--- config.mk ---
export PLATFORM = sky130hd
export DESIGN_NAME = tuner_word_serializer
export DESIGN_NICKNAME = d
export VERILOG_FILES = /design/src/rtl/tws_pkg.sv /design/src/rtl/tws_engine.sv /design/src/rtl/tws_host_if.sv /design/src/rtl/tws_seq.sv /design/src/rtl/tuner_word_serializer.sv
export SDC_FILE = /design/constraint.sdc
export NUM_CORES = 1
export LEC_CHECK = 0
export ABC_AREA = 1
export CAP_MARGIN = 20
export CORE_ASPECT_RATIO = 2
export CORE_MARGIN = 2
export CORE_UTILIZATION = 56
export CTS_CLUSTER_DIAMETER = 150
export DETAILED_ROUTE_END_ITERATION = 12
export PLACE_DENSITY = 0.81
export SLEW_MARGIN = 15
export SYNTH_ARGS = -nofsm -noshare
export SYNTH_HDL_FRONTEND = slang
export SYNTH_HIERARCHICAL = 1
export SYNTH_SLANG_ARGS = --single-unit
--- constraint.sdc ---
create_clock -name clk -period 4 [get_ports clk]
set_clock_uncertainty 0.05 [all_clocks]
set_input_delay 1.2 -clock clk [delete_from_list [all_inputs] [get_ports clk]]
set_output_delay 1.2 -clock clk [all_outputs]
set_load 0.01 [all_outputs]
--- src/rtl/tws_pkg.sv ---
package tws_pkg;

  typedef enum logic [1:0] {ENG_IDLE, ENG_LOW, ENG_HIGH, ENG_LATCH} eng_state_t;
  typedef enum logic [1:0] {SEQ_IDLE, SEQ_SEND, SEQ_LATCH, SEQ_WAIT} seq_state_t;

  localparam logic [1:0] ADDR_LEN  = 2'd0;
  localparam logic [1:0] ADDR_DATA = 2'd1;
  localparam logic [1:0] ADDR_CTRL = 2'd2;
  localparam int         TRIG_BIT  = 1;

  // zero or out-of-range lengths fall back to the full buffer width
  function automatic int eff_len(input int len, input int wmax);
    return (len == 0 || len > wmax) ? wmax : len;
  endfunction

  function automatic int bits_left(input int len, input int idx, input int wmax);
    return eff_len(len, wmax) - 8 * idx;
  endfunction

  function automatic logic [3:0] byte_bits(input int len, input int idx, input int wmax);
    int r;
    r = bits_left(len, idx, wmax);
    return (r > 8) ? 4'd8 : 4'(r);
  endfunction

  function automatic logic is_last(input int len, input int idx, input int wmax);
    return bits_left(len, idx, wmax) <= 8;
  endfunction

endpackage

--- src/rtl/tws_engine.sv ---
module tws_engine
  import tws_pkg::*;
#(
  parameter int CLK_DIV = 4
) (
  input  logic       clk,
  input  logic       rst_n,
  input  logic       start_shift,
  input  logic       start_latch,
  input  logic [7:0] byte_in,
  input  logic [3:0] nbits_in,
  input  logic       final_in,
  output logic       sclk,
  output logic       sdata,
  output logic       le,
  output logic       busy,
  output logic       byte_done
);

  localparam int CW = $clog2(2 * CLK_DIV);
  localparam logic [CW-1:0] HALF_END  = CW'(CLK_DIV - 1);
  localparam logic [CW-1:0] LATCH_END = CW'(2 * CLK_DIV - 1);

  eng_state_t     state;
  logic [CW-1:0]  cnt;
  logic [3:0]     bits;
  logic [7:0]     sreg;
  logic           final_q;

  assign sdata = sreg[7];
  assign busy  = (state != ENG_IDLE);

  always_ff @(posedge clk or negedge rst_n) begin
    if (!rst_n) begin
      state     <= ENG_IDLE;
      cnt       <= '0;
      bits      <= '0;
      sreg      <= '0;
      final_q   <= 1'b0;
      sclk      <= 1'b0;
      le        <= 1'b0;
      byte_done <= 1'b0;
    end else begin
      case (state)
        ENG_IDLE: begin
          cnt <= '0;
          if (start_shift) begin
            sreg      <= byte_in;
            bits      <= nbits_in;
            final_q   <= final_in;
            byte_done <= 1'b0;
            state     <= ENG_LOW;
          end else if (start_latch) begin
            le    <= 1'b1;
            state <= ENG_LATCH;
          end
        end
        ENG_LOW: begin
          if (cnt == HALF_END) begin
            cnt   <= '0;
            sclk  <= 1'b1;
            state <= ENG_HIGH;
          end else begin
            cnt <= cnt + 1'b1;
          end
        end
        ENG_HIGH: begin
          if (cnt == HALF_END) begin
            cnt  <= '0;
            sclk <= 1'b0;
            if (bits <= 4'd1) begin
              sreg      <= '0;
              byte_done <= !final_q;
              state     <= ENG_IDLE;
            end else begin
              sreg  <= {sreg[6:0], 1'b0};
              bits  <= bits - 1'b1;
              state <= ENG_LOW;
            end
          end else begin
            cnt <= cnt + 1'b1;
          end
        end
        ENG_LATCH: begin
          if (cnt == LATCH_END) begin
            cnt   <= '0;
            le    <= 1'b0;
            state <= ENG_IDLE;
          end else begin
            cnt <= cnt + 1'b1;
          end
        end
        default: state <= ENG_IDLE;
      endcase
    end
  end

  assert_data_steady_high_R3: assert property (@(posedge clk) disable iff (!rst_n)
    (sclk && $past(sclk)) |-> $stable(sdata));

  assert_le_clk_exclusive_R7: assert property (@(posedge clk) disable iff (!rst_n)
    !(le && sclk));

  assert_le_data_quiet_R7: assert property (@(posedge clk) disable iff (!rst_n)
    le |-> (!sdata && busy));

endmodule

--- src/rtl/tws_host_if.sv ---
module tws_host_if
  import tws_pkg::*;
#(
  parameter int BYTES = 3
) (
  input  logic                            clk,
  input  logic                            rst_n,
  input  logic                            wr_en,
  input  logic [1:0]                      wr_addr,
  input  logic [7:0]                      wr_data,
  input  logic                            engine_busy,
  input  logic                            seq_active,
  output logic [$clog2(8*BYTES+1)-1:0]    len_q,
  output logic                            start_shift,
  output logic                            start_latch,
  output logic [7:0]                      byte_out,
  output logic [3:0]                      nbits,
  output logic                            final_out
);

  localparam int WMAX = 8 * BYTES;
  localparam int LW   = $clog2(WMAX + 1);
  localparam int IW   = (BYTES > 1) ? $clog2(BYTES) : 1;

  logic [IW-1:0] idx;
  logic          trig_q;
  logic          accept;

  assign accept      = wr_en && !engine_busy && !seq_active;
  assign byte_out    = wr_data;
  assign nbits       = byte_bits(int'(len_q), int'(idx), WMAX);
  assign final_out   = is_last(int'(len_q), int'(idx), WMAX);
  assign start_shift = accept && (wr_addr == ADDR_DATA);
  assign start_latch = accept && (wr_addr == ADDR_CTRL) && trig_q && !wr_data[TRIG_BIT];

  always_ff @(posedge clk or negedge rst_n) begin
    if (!rst_n) begin
      len_q  <= LW'(WMAX);
      idx    <= '0;
      trig_q <= 1'b0;
    end else if (accept) begin
      case (wr_addr)
        ADDR_LEN: begin
          len_q <= wr_data[LW-1:0];
          idx   <= '0;
        end
        ADDR_DATA: idx <= final_out ? '0 : idx + 1'b1;
        ADDR_CTRL: trig_q <= wr_data[TRIG_BIT];
        default: ;
      endcase
    end
  end

  assert_busy_write_ignored_R8: assert property (@(posedge clk) disable iff (!rst_n)
    (wr_en && engine_busy) |=> ($stable(idx) && $stable(len_q) && $stable(trig_q)));

  assert_seq_write_ignored_R11: assert property (@(posedge clk) disable iff (!rst_n)
    (wr_en && seq_active) |=> ($stable(idx) && $stable(len_q) && $stable(trig_q)));

  assert_len_resets_pos_R12: assert property (@(posedge clk) disable iff (!rst_n)
    (accept && wr_addr == ADDR_LEN) |=> (idx == '0));

endmodule

--- src/rtl/tws_seq.sv ---
module tws_seq
  import tws_pkg::*;
#(
  parameter int BYTES  = 3,
  parameter int NWORDS = 4
) (
  input  logic                            clk,
  input  logic                            rst_n,
  input  logic                            seq_valid,
  input  logic [NWORDS*8*BYTES-1:0]       seq_words,
  input  logic [$clog2(8*BYTES+1)-1:0]    len_q,
  input  logic                            engine_busy,
  output logic                            seq_ready,
  output logic                            seq_done,
  output logic                            active,
  output logic                            start_shift,
  output logic                            start_latch,
  output logic [7:0]                      byte_out,
  output logic [3:0]                      nbits,
  output logic                            final_out
);

  localparam int WMAX = 8 * BYTES;
  localparam int IW   = (BYTES > 1) ? $clog2(BYTES) : 1;
  localparam int WIW  = (NWORDS > 1) ? $clog2(NWORDS) : 1;
  localparam logic [WIW-1:0] LAST_WORD = WIW'(NWORDS - 1);

  seq_state_t                  state;
  logic [NWORDS*WMAX-1:0]      words_q;
  logic [WIW-1:0]              widx;
  logic [IW-1:0]               bidx;
  logic [WMAX-1:0]             cur_word;
  logic [WMAX-1:0]             aligned;

  always_comb begin
    cur_word = words_q[int'(widx)*WMAX +: WMAX];
    aligned  = cur_word << (WMAX - eff_len(int'(len_q), WMAX));
    byte_out = aligned[(WMAX-1) - 8*int'(bidx) -: 8];
  end

  assign nbits       = byte_bits(int'(len_q), int'(bidx), WMAX);
  assign final_out   = is_last(int'(len_q), int'(bidx), WMAX);
  assign active      = (state != SEQ_IDLE);
  assign seq_ready   = (state == SEQ_IDLE) && !engine_busy;
  assign start_shift = (state == SEQ_SEND) && !engine_busy;
  assign start_latch = (state == SEQ_LATCH) && !engine_busy;

  always_ff @(posedge clk or negedge rst_n) begin
    if (!rst_n) begin
      state    <= SEQ_IDLE;
      words_q  <= '0;
      widx     <= '0;
      bidx     <= '0;
      seq_done <= 1'b0;
    end else begin
      seq_done <= 1'b0;
      case (state)
        SEQ_IDLE: begin
          if (seq_valid && seq_ready) begin
            words_q <= seq_words;
            widx    <= '0;
            bidx    <= '0;
            state   <= SEQ_SEND;
          end
        end
        SEQ_SEND: begin
          if (!engine_busy) begin
            if (final_out) begin
              bidx  <= '0;
              state <= SEQ_LATCH;
            end else begin
              bidx <= bidx + 1'b1;
            end
          end
        end
        SEQ_LATCH: if (!engine_busy) state <= SEQ_WAIT;
        SEQ_WAIT: begin
          if (!engine_busy) begin
            if (widx == LAST_WORD) begin
              seq_done <= 1'b1;
              state    <= SEQ_IDLE;
            end else begin
              widx  <= widx + 1'b1;
              state <= SEQ_SEND;
            end
          end
        end
        default: state <= SEQ_IDLE;
      endcase
    end
  end

  assert_words_held_R9: assert property (@(posedge clk) disable iff (!rst_n)
    (active && $past(active)) |-> $stable(words_q));

  assert_done_single_R10: assert property (@(posedge clk) disable iff (!rst_n)
    seq_done |=> !seq_done);

  assert_done_ends_run_R10: assert property (@(posedge clk) disable iff (!rst_n)
    seq_done |-> (!active && $past(active)));

endmodule

--- src/rtl/tuner_word_serializer.sv ---
module tuner_word_serializer
  import tws_pkg::*;
#(
  parameter int CLK_DIV = 4,
  parameter int BYTES   = 3,
  parameter int NWORDS  = 4
) (
  input  logic                        clk,
  input  logic                        rst_n,
  input  logic                        host_wr,
  input  logic [1:0]                  host_addr,
  input  logic [7:0]                  host_wdata,
  input  logic                        seq_valid,
  input  logic [NWORDS*8*BYTES-1:0]   seq_words,
  output logic                        seq_ready,
  output logic                        seq_done,
  output logic                        stat_byte_done,
  output logic                        stat_busy,
  output logic                        tnr_clk,
  output logic                        tnr_data,
  output logic                        tnr_le
);

  localparam int LW = $clog2(8 * BYTES + 1);

  logic [LW-1:0] len_q;
  logic          seq_active;
  logic          h_shift, h_latch, h_final;
  logic [7:0]    h_byte;
  logic [3:0]    h_nbits;
  logic          s_shift, s_latch, s_final;
  logic [7:0]    s_byte;
  logic [3:0]    s_nbits;
  logic          e_shift, e_latch, e_final;
  logic [7:0]    e_byte;
  logic [3:0]    e_nbits;

  tws_host_if #(.BYTES(BYTES)) u_host (
    .clk(clk), .rst_n(rst_n),
    .wr_en(host_wr), .wr_addr(host_addr), .wr_data(host_wdata),
    .engine_busy(stat_busy), .seq_active(seq_active),
    .len_q(len_q), .start_shift(h_shift), .start_latch(h_latch),
    .byte_out(h_byte), .nbits(h_nbits), .final_out(h_final)
  );

  tws_seq #(.BYTES(BYTES), .NWORDS(NWORDS)) u_seq (
    .clk(clk), .rst_n(rst_n),
    .seq_valid(seq_valid), .seq_words(seq_words), .len_q(len_q),
    .engine_busy(stat_busy), .seq_ready(seq_ready), .seq_done(seq_done),
    .active(seq_active), .start_shift(s_shift), .start_latch(s_latch),
    .byte_out(s_byte), .nbits(s_nbits), .final_out(s_final)
  );

  always_comb begin
    if (seq_active) begin
      e_shift = s_shift; e_latch = s_latch; e_byte = s_byte;
      e_nbits = s_nbits; e_final = s_final;
    end else begin
      e_shift = h_shift; e_latch = h_latch; e_byte = h_byte;
      e_nbits = h_nbits; e_final = h_final;
    end
  end

  tws_engine #(.CLK_DIV(CLK_DIV)) u_engine (
    .clk(clk), .rst_n(rst_n),
    .start_shift(e_shift), .start_latch(e_latch),
    .byte_in(e_byte), .nbits_in(e_nbits), .final_in(e_final),
    .sclk(tnr_clk), .sdata(tnr_data), .le(tnr_le),
    .busy(stat_busy), .byte_done(stat_byte_done)
  );

  assert_single_start_R8: assert property (@(posedge clk) disable iff (!rst_n)
    $onehot0({e_shift, e_latch}));

  assert_start_only_idle_R8: assert property (@(posedge clk) disable iff (!rst_n)
    (e_shift || e_latch) |-> !stat_busy);

  assert_shift_sets_busy_R6: assert property (@(posedge clk) disable iff (!rst_n)
    e_shift |=> (stat_busy && !stat_byte_done));

endmodule

# Word-level counts from Yosys, hierarchy flattened
# Cells that the tools add are included.
[word_totals] register_bits=132 input_bits=110 word_cells=159
[classes] n_addsub=9 mul=1 n_lt_le_gt_ge=6 eq_ne=26 shifts=3 mux=56 n_reduce_logical=42
[op_table] operator="96-bit by 32-bit variable part select with 24-bit output" count=1
[op_table] operator="32-bit by 5-bit greater-than comparator with 1-bit output (second input constant)" count=2
[op_table] operator="32-bit by 5-bit <= comparator with 1-bit output (second input constant)" count=2
[op_table] operator="32-bit by 6-bit subtractor with 32-bit output" count=2
[op_table] operator="2-bit two-way mux" count=16
[op_table] operator="8-bit two-way mux" count=4
[op_table] operator="31-bit by 32-bit variable part select with 8-bit output" count=1
[op_table] operator="24-bit by 32-bit left shift with 24-bit output" count=1
[op_table] operator="6-bit by 32-bit subtractor with 32-bit output (first input constant)" count=1
[op_table] operator="4-bit two-way mux" count=6
[op_table] operator="2-bit != test (second input constant)" count=10
[op_table] operator="4-bit AND reduction" count=5
[op_table] operator="1-bit two-way mux" count=16
[op_table] operator="2-bit case mux with 4 select lines" count=2
[op_table] operator="8-bit case mux with 2 select lines" count=1
[op_table] operator="2-bit nonzero test" count=8
[op_table] operator="2-bit == test (second input constant)" count=6
[op_table] operator="2-bit case mux with 2 select lines" count=3
[op_table] operator="1-bit logical AND" count=10
[op_table] operator="2-bit AND reduction" count=5
[op_table] operator="3-bit case mux with 3 select lines" count=1
[op_table] operator="3-bit AND reduction" count=3
[op_table] operator="2-bit by 1-bit != test with 1-bit output (second input constant)" count=4
[op_table] operator="4-bit case mux with 2 select lines" count=1
[op_table] operator="20 further kinds" count=32

# Longest topological paths before layout
[depth] ltp_word=11 mapped_depth=29

# Cells and area by module
# Netlist, hierarchy kept.
[modules_own_cells] mod="tws_seq" n_inst=1 cells_per_inst=995 area_per_inst_um2=6432.4
[modules_own_cells] mod="tws_engine" n_inst=1 cells_per_inst=167 area_per_inst_um2=1271.2
[modules_own_cells] mod="tws_host_if" n_inst=1 cells_per_inst=87 area_per_inst_um2=646.9
[modules_own_cells] mod="tuner_word_serializer" n_inst=1 cells_per_inst=49 area_per_inst_um2=232.7

# Least setup slack after synthesis
# OpenSTA, ideal clock, no wires.
[synth_timing] path_kind="reg-to-reg" start="register u_host.len_q[3]" end="register u_engine.sreg[7]" setup_time_ns=0.065 arrival_ns=3.211 setup_slack_ns=0.674 path_stages_with_launch=27 synth_period_minus_slack_ns=3.326 cell_sequence="dfstp_2 > nand2_1 > nand2_2 > nand2_2 > nand2_4 > buf_2 > ha_1 > inv_1 > nor2_1 > nor2_1 > ha_1 > inv_1 > buf_1 > nand3_1 > nand2_2 > nand3_1 > nand3_1 > nand3_1 > a21oi_1 > nand2_1 > nand2_1 > nand2_1 > nand2_1 > nand2_1 > nand2_1 > nand2_1 > nand2_1"
[synth_between] elab_chain_len=9 elab_cells_between_ends=10
[synth_lines] element="start: declaration" line_no="tws_host_if.sv:13" text="output logic [$clog2(8*BYTES+1)-1:0] len_q,"
[synth_lines] element="start signal: assignment" line_no="tws_host_if.sv:38" text="len_q <= LW'(WMAX);"
[synth_lines] element="start signal: assignment" line_no="tws_host_if.sv:44" text="len_q <= wr_data[LW-1:0];"
[synth_lines] element="5-bit greater-than comparator or 5-bit logical NOT (tied branches)" line_no="tws_pkg.sv:13" text="return (len == 0 || len > wmax) ? wmax : len;"
[synth_lines] element="1-bit logical OR" line_no="tws_pkg.sv:13"
[synth_lines] element="5-bit two-way mux (*)" line_no="tws_pkg.sv:13"
[synth_lines] element="6-bit by 32-bit subtractor with 32-bit output (*)" line_no="tws_seq.sv:37" text="aligned = cur_word << (WMAX - eff_len(int'(len_q), WMAX));"
[synth_lines] element="24-bit by 32-bit left shift with 24-bit output (*)" line_no="tws_seq.sv:37"
[synth_lines] element="31-bit by 32-bit variable part select with 8-bit output (*)" line_no="tws_seq.sv:38" text="byte_out = aligned[(WMAX-1) - 8*int'(bidx) -: 8];"
[synth_lines] element="via s_byte[7]" line_no="tuner_word_serializer.sv:32" text="logic [7:0] s_byte;"
[synth_lines] element="8-bit two-way mux (*)" line_no="tuner_word_serializer.sv:55" text="if (seq_active) begin"
[synth_lines] element="via e_byte[7]" line_no="tuner_word_serializer.sv:35" text="logic [7:0] e_byte;"
[synth_lines] element="8-bit two-way mux (*)" line_no="tws_engine.sv:47" text="if (start_shift) begin"
[synth_lines] element="8-bit case mux with 2 select lines (*)" line_no="tws_engine.sv:44" text="case (state)"
[synth_lines] element="end signal: assignment" line_no="tws_engine.sv:48" text="sreg <= byte_in;"
[synth_lines] element="end signal: assignment" line_no="tws_engine.sv:76" text="sreg <= {sreg[6:0], 1'b0};"
[synth_lines] element="end: declaration" line_no="tws_engine.sv:27" text="logic [7:0] sreg;"
# Mark *: on every way through the listed nets, which the timed path passes. The rest lies on a longest branch. The select of a mux whose other input is x is not followed.
# A chain may end at the register's enable or synchronous reset.

# Worst setup path after layout
[layout_timing] start="register u_host.len_q[3]" end="register u_engine.sreg[6]"
# The elaborated chain is that of the path after synthesis.

==> reports/qor_table.md <==
| Item | This run | Unit |
|---|---|---|
| Outcome | finished, final reports clean | - |
| Port bufs | 116 | - |
| Critical Path RT | 4.31 | ns |
| Final min period | 3.523 | ns |
| EDFF count, synth | 0 | - |
| Worst min-delay path category | flip-flop to flip-flop | - |
| Half-perimeter wire length after placement | 16.49 | mm |
| Finished Core Util | 0.6803 | - |
| Fill cell instance count of the final layout | 1334 | - |
| CTS sink count | 132 | - |
| Pre-Repair DR Iteration Count | 6 | - |
| Final Wtd Congestion | 0.9193 | - |
| CTS root buf | sky130_fd_sc_hd__clkbuf_16 | - |
| Pin count of the biggest net entering global routing | 102 | - |
| N_diodes | 0 | - |
| Level count of the clock H-tree | 4 | - |
| Reg-to-reg startpoint | u_host/len_q[3] | - |
| Hold Vio Cnt, Final | 0 | - |
| Main area contributors after synthesis | sky130_fd_sc_hd__dfrtp_1, sky130_fd_sc_hd__nand2_1, sky130_fd_sc_hd__nand3_1 | - |
| Number of resized instances in the post-cts repair step | 0 | - |
| Total via count in the routed design | 8616 | - |
| Total die area | 16390 | µm² |
| Timing-limited maximum frequency | 0.2838 | GHz |
| Tot GR Track Use | 0.3030 | - |
| Finish-stage setup viols | 0 | - |
| RSZ-0062 raised after global routing | no | - |
| Post-Route WL | 24.11 | mm |
| Effective utilization at floorplan | 0.5671 | - |
| Clock latency at the later pin of the worst-skew pair | 0.42 | ns |
| Critical-path maximum fanout | 20 | - |
| FF-to-FF End | u_engine/sreg[6] | - |
| Pwr Density | 298.3 | nW/µm² |
| Yosys warning total | 6 | - |
| Sum of negative setup slack | 0 | ns |
| Critical path launch point type | flip-flop | - |
| Category of the critical setup timing path | flip-flop to flip-flop | - |
| Post-synth top area share | 0.3790 | - |
| Hold Slack | 0.4152 | ns |
| Detailed Route Iter0 Violations | 709 | - |
| Transition time at the pin with the least slew margin | 0.9374 | ns |
| Cell types with the highest counts after synthesis | sky130_fd_sc_hd__nand2_1, sky130_fd_sc_hd__nand3_1, sky130_fd_sc_hd__dfrtp_1 | - |
| Ratio of final minimum period to clock period | 0.8808 | - |
| Synth-to-layout area growth | 19.96 | % |
| Share of synthesized area occupied by flip-flops and latches | 0.3851 | - |
| Wire length of the first global-routing pass | 39.65 | mm |
| Number of hold buffers added after CTS | 0 | - |
| Remaining global-route overflow | 0 | - |
| Crit path DAT | 3.83 | ns |
| Standard-cell row count | 64 | - |
| Placement Setup Slack | 0.5780 | ns |
| Element type at the critical path end | flip-flop | - |
| Smallest setup slack after layout | 0.4767 | ns |
| Placeable Area | 15130 | µm² |
| Count leader, synth | sky130_fd_sc_hd__nand2_1 | - |
| Flop-to-flop setup slack | 0.48 | ns |
| Cells after synthesis | 1298 | - |
| Worst-path clk slew | 0.06 | ns |
| Remaining DRCs | 0 | - |
| Ys flop type | sky130_fd_sc_hd__dfrtp_1 | - |
| Post-synthesis average cell area | 6.613 | µm² |
| Yosys cell types | 46 | - |
| Final ANT Viol Nets | 0 | - |
| Vias in the first global route | 8390 | - |
| Min-Delay Path Depth | 1 | - |
| Area of the mapped netlist | 8583 | µm² |
| Total I/O pin count | 117 | - |
| CTS tree | done | - |
| Fraction of layout cells with a size suffix above 1 | 0.06777 | - |
| Number of buffers added by the clock tree synthesis step | 17 | - |
| Avg Vias per Cell | 5.436 | - |
| Overall die height | 179.1 | µm |
| Share of flip-flops with an asynchronous set or reset after synthesis | 1.000 | - |
| Max Root-Sink Buffers | 2 | - |
| Overall die width | 91.54 | µm |
| Worst hold path startpoint | u_engine/cnt[0] | - |
| Initial antenna violation count | 0 | - |
| Final net count | 1507 | - |
| Post-CTS Repair Setup Buffers | 0 | - |
| R2R cell count | 25 | - |
| Largest area contributor in the netlist | sky130_fd_sc_hd__dfrtp_1 | - |
| Worst supply voltage drop on vdd | 0.2751 | mV |
| Static power due to leakage | 5.521 | nW |
| Routed wire length per instance | 15.21 | µm |
| Relative slew margins | 0.3751 | - |
| Endpoint of the worst hold-timing path | u_engine/cnt[0] | - |
| Yosys reg bits | 132 | - |
| Syn_nets | 1431 | - |
| Maximum capacitance violations | 0 | - |
| Number of max-slew violations in the final report | 0 | - |
==> kinds of logic after synthesis <==
logic type,synth area share
xor+xnor,0.003937
compound gates,0.07143
fa+ha+maj,0.03528
buf+inv,0.08251
flops,0.3851
simple gates,0.4204
mux,0.001312
==> critical path, cell delays in order, from the launching register on <==
cell and delay (ns):
sky130_fd_sc_hd__dfstp_2 0.64, sky130_fd_sc_hd__nand2_1 0.13, sky130_fd_sc_hd__nand2_2 0.11, sky130_fd_sc_hd__nand2_2 0.10, sky130_fd_sc_hd__nand2_4 0.08, sky130_fd_sc_hd__ha_1 0.16, sky130_fd_sc_hd__inv_1 0.06, sky130_fd_sc_hd__nor2_1 0.20
sky130_fd_sc_hd__nor2_1 0.08, sky130_fd_sc_hd__ha_1 0.19, sky130_fd_sc_hd__inv_1 0.06, sky130_fd_sc_hd__buf_4 0.24, sky130_fd_sc_hd__nand3_1 0.16, sky130_fd_sc_hd__nand2_1 0.14, sky130_fd_sc_hd__nand3_1 0.11, sky130_fd_sc_hd__nand3_1 0.14
sky130_fd_sc_hd__nand3_1 0.14, sky130_fd_sc_hd__a21oi_1 0.18, sky130_fd_sc_hd__nand2_1 0.07, sky130_fd_sc_hd__nand2_1 0.09, sky130_fd_sc_hd__nand2_1 0.05, sky130_fd_sc_hd__nand2_1 0.07, sky130_fd_sc_hd__nand2_1 0.05, sky130_fd_sc_hd__nand2_1 0.08
sky130_fd_sc_hd__nand2_1 0.05, sky130_fd_sc_hd__nand2_1 0.06
==> flip-flops by register name, summed over array words and instances, names as in the netlist <==
name and flops:
u_engine/sreg 8, u_engine/byte_done 1, u_host/idx 2, u_engine/le 1
u_seq/widx 2, u_seq/state 2, u_engine/state 2, u_engine/cnt 3
u_host/trig_q 1, u_engine/sclk 1, u_seq/seq_done 1, u_host/len_q 5
u_seq/bidx 2, u_engine/final_q 1, u_engine/bits 4, u_seq/words_q 96
==> cell usage in the layout, fill, tap and decap left out, types with 2 or more instances in the layout <==
cell type	n
sky130_fd_sc_hd__nor2_2	4
sky130_fd_sc_hd__dfrtp_1	130
sky130_fd_sc_hd__xnor2_1	2
sky130_fd_sc_hd__o21ai_2	2
sky130_fd_sc_hd__fa_1	2
sky130_fd_sc_hd__clkbuf_16	17
sky130_fd_sc_hd__o21ai_0	67
sky130_fd_sc_hd__nand2_4	2
sky130_fd_sc_hd__a21oi_1	21
sky130_fd_sc_hd__nand3_1	151
sky130_fd_sc_hd__nor2_1	112
sky130_fd_sc_hd__nand3_2	2
sky130_fd_sc_hd__clkinv_4	4
sky130_fd_sc_hd__nor2_4	3
sky130_fd_sc_hd__nand2_2	16
sky130_fd_sc_hd__o22ai_1	5
sky130_fd_sc_hd__inv_1	62
sky130_fd_sc_hd__clkinv_1	2
sky130_fd_sc_hd__nand2_1	578
sky130_fd_sc_hd__buf_4	14
sky130_fd_sc_hd__nor3_1	4
sky130_fd_sc_hd__bufinv_16	2
sky130_fd_sc_hd__nand4_1	2
sky130_fd_sc_hd__ha_1	21
sky130_fd_sc_hd__inv_2	8
sky130_fd_sc_hd__dfstp_2	2
sky130_fd_sc_hd__clkinvlp_4	3
sky130_fd_sc_hd__clkdlybuf4s50_1	115
sky130_fd_sc_hd__inv_6	5
sky130_fd_sc_hd__o21ai_1	10
sky130_fd_sc_hd__clkbuf_8	2
==> power by group <==
group | total [mW] | internal, mW | switching (mW)
logic | 0.144 | 0.0949 | 0.0491
registers | 1.34 | 1.34 | 0
clock network | 1.59 | 0.961 | 0.630
total | 3.07 | 2.39 | 0.679
==> layout make-up <==
type,instances,area (µm²),share of cell area
Clock inverter,12,143.9,0.01398
Sequential cell,132,3306,0.3211
Timing Repair Buffer,130,1276,0.1240
Inverter,75,294.0,0.02856
Multi-Input combinational cell,1018,4572,0.4440
Clock buffer,20,456.7,0.04436
Tap cell,198,247.7,0.02406
==> per-stage QoR <==
| step | instances | area, µm² | power [mW] |
|---|---|---|---|
| after floorplan | 1298 | 8583 | 1.369 |
| final | 1585 | 10300 | 3.071 |
| after global routing | 1585 | 10300 | 3.153 |
| after detailed placement | 1553 | 9696 | 1.505 |
| after CTS | 1585 | 10300 | 3.092 |
| after global placement | 1553 | 9696 | 1.506 |
==> per-layer routing <==
layer  share of wire  vias up  global-route usage
li1                -     4244                   -
met3           0.057       43             0.03867
met4           0.029        0              0.1288
met1            0.41     4001              0.3858
met2            0.50      328              0.5169
met5               0        -                   0
==> worst max-delay path by stage <==
stage / startpoint / endpoint / slack [ns] / depth (start not counted)
2_1_floorplan: u_host/len_q[3] / u_engine/sreg[7] / 0.67 / 26
3_3_place_gp: u_host/len_q[3] / u_engine/sreg[6] / 0.67 / 25
3_5_place_dp: u_host/len_q[3] / u_engine/sreg[6] / 0.58 / 25
4_1_cts: u_engine/state[0] / seq_ready / 0.53 / 5
5_1_grt: u_host/len_q[3] / u_engine/sreg[6] / 0.11 / 25
6_report: u_host/len_q[3] / u_engine/sreg[6] / 0.48 / 25
Power figures use the tool's default switching activity.
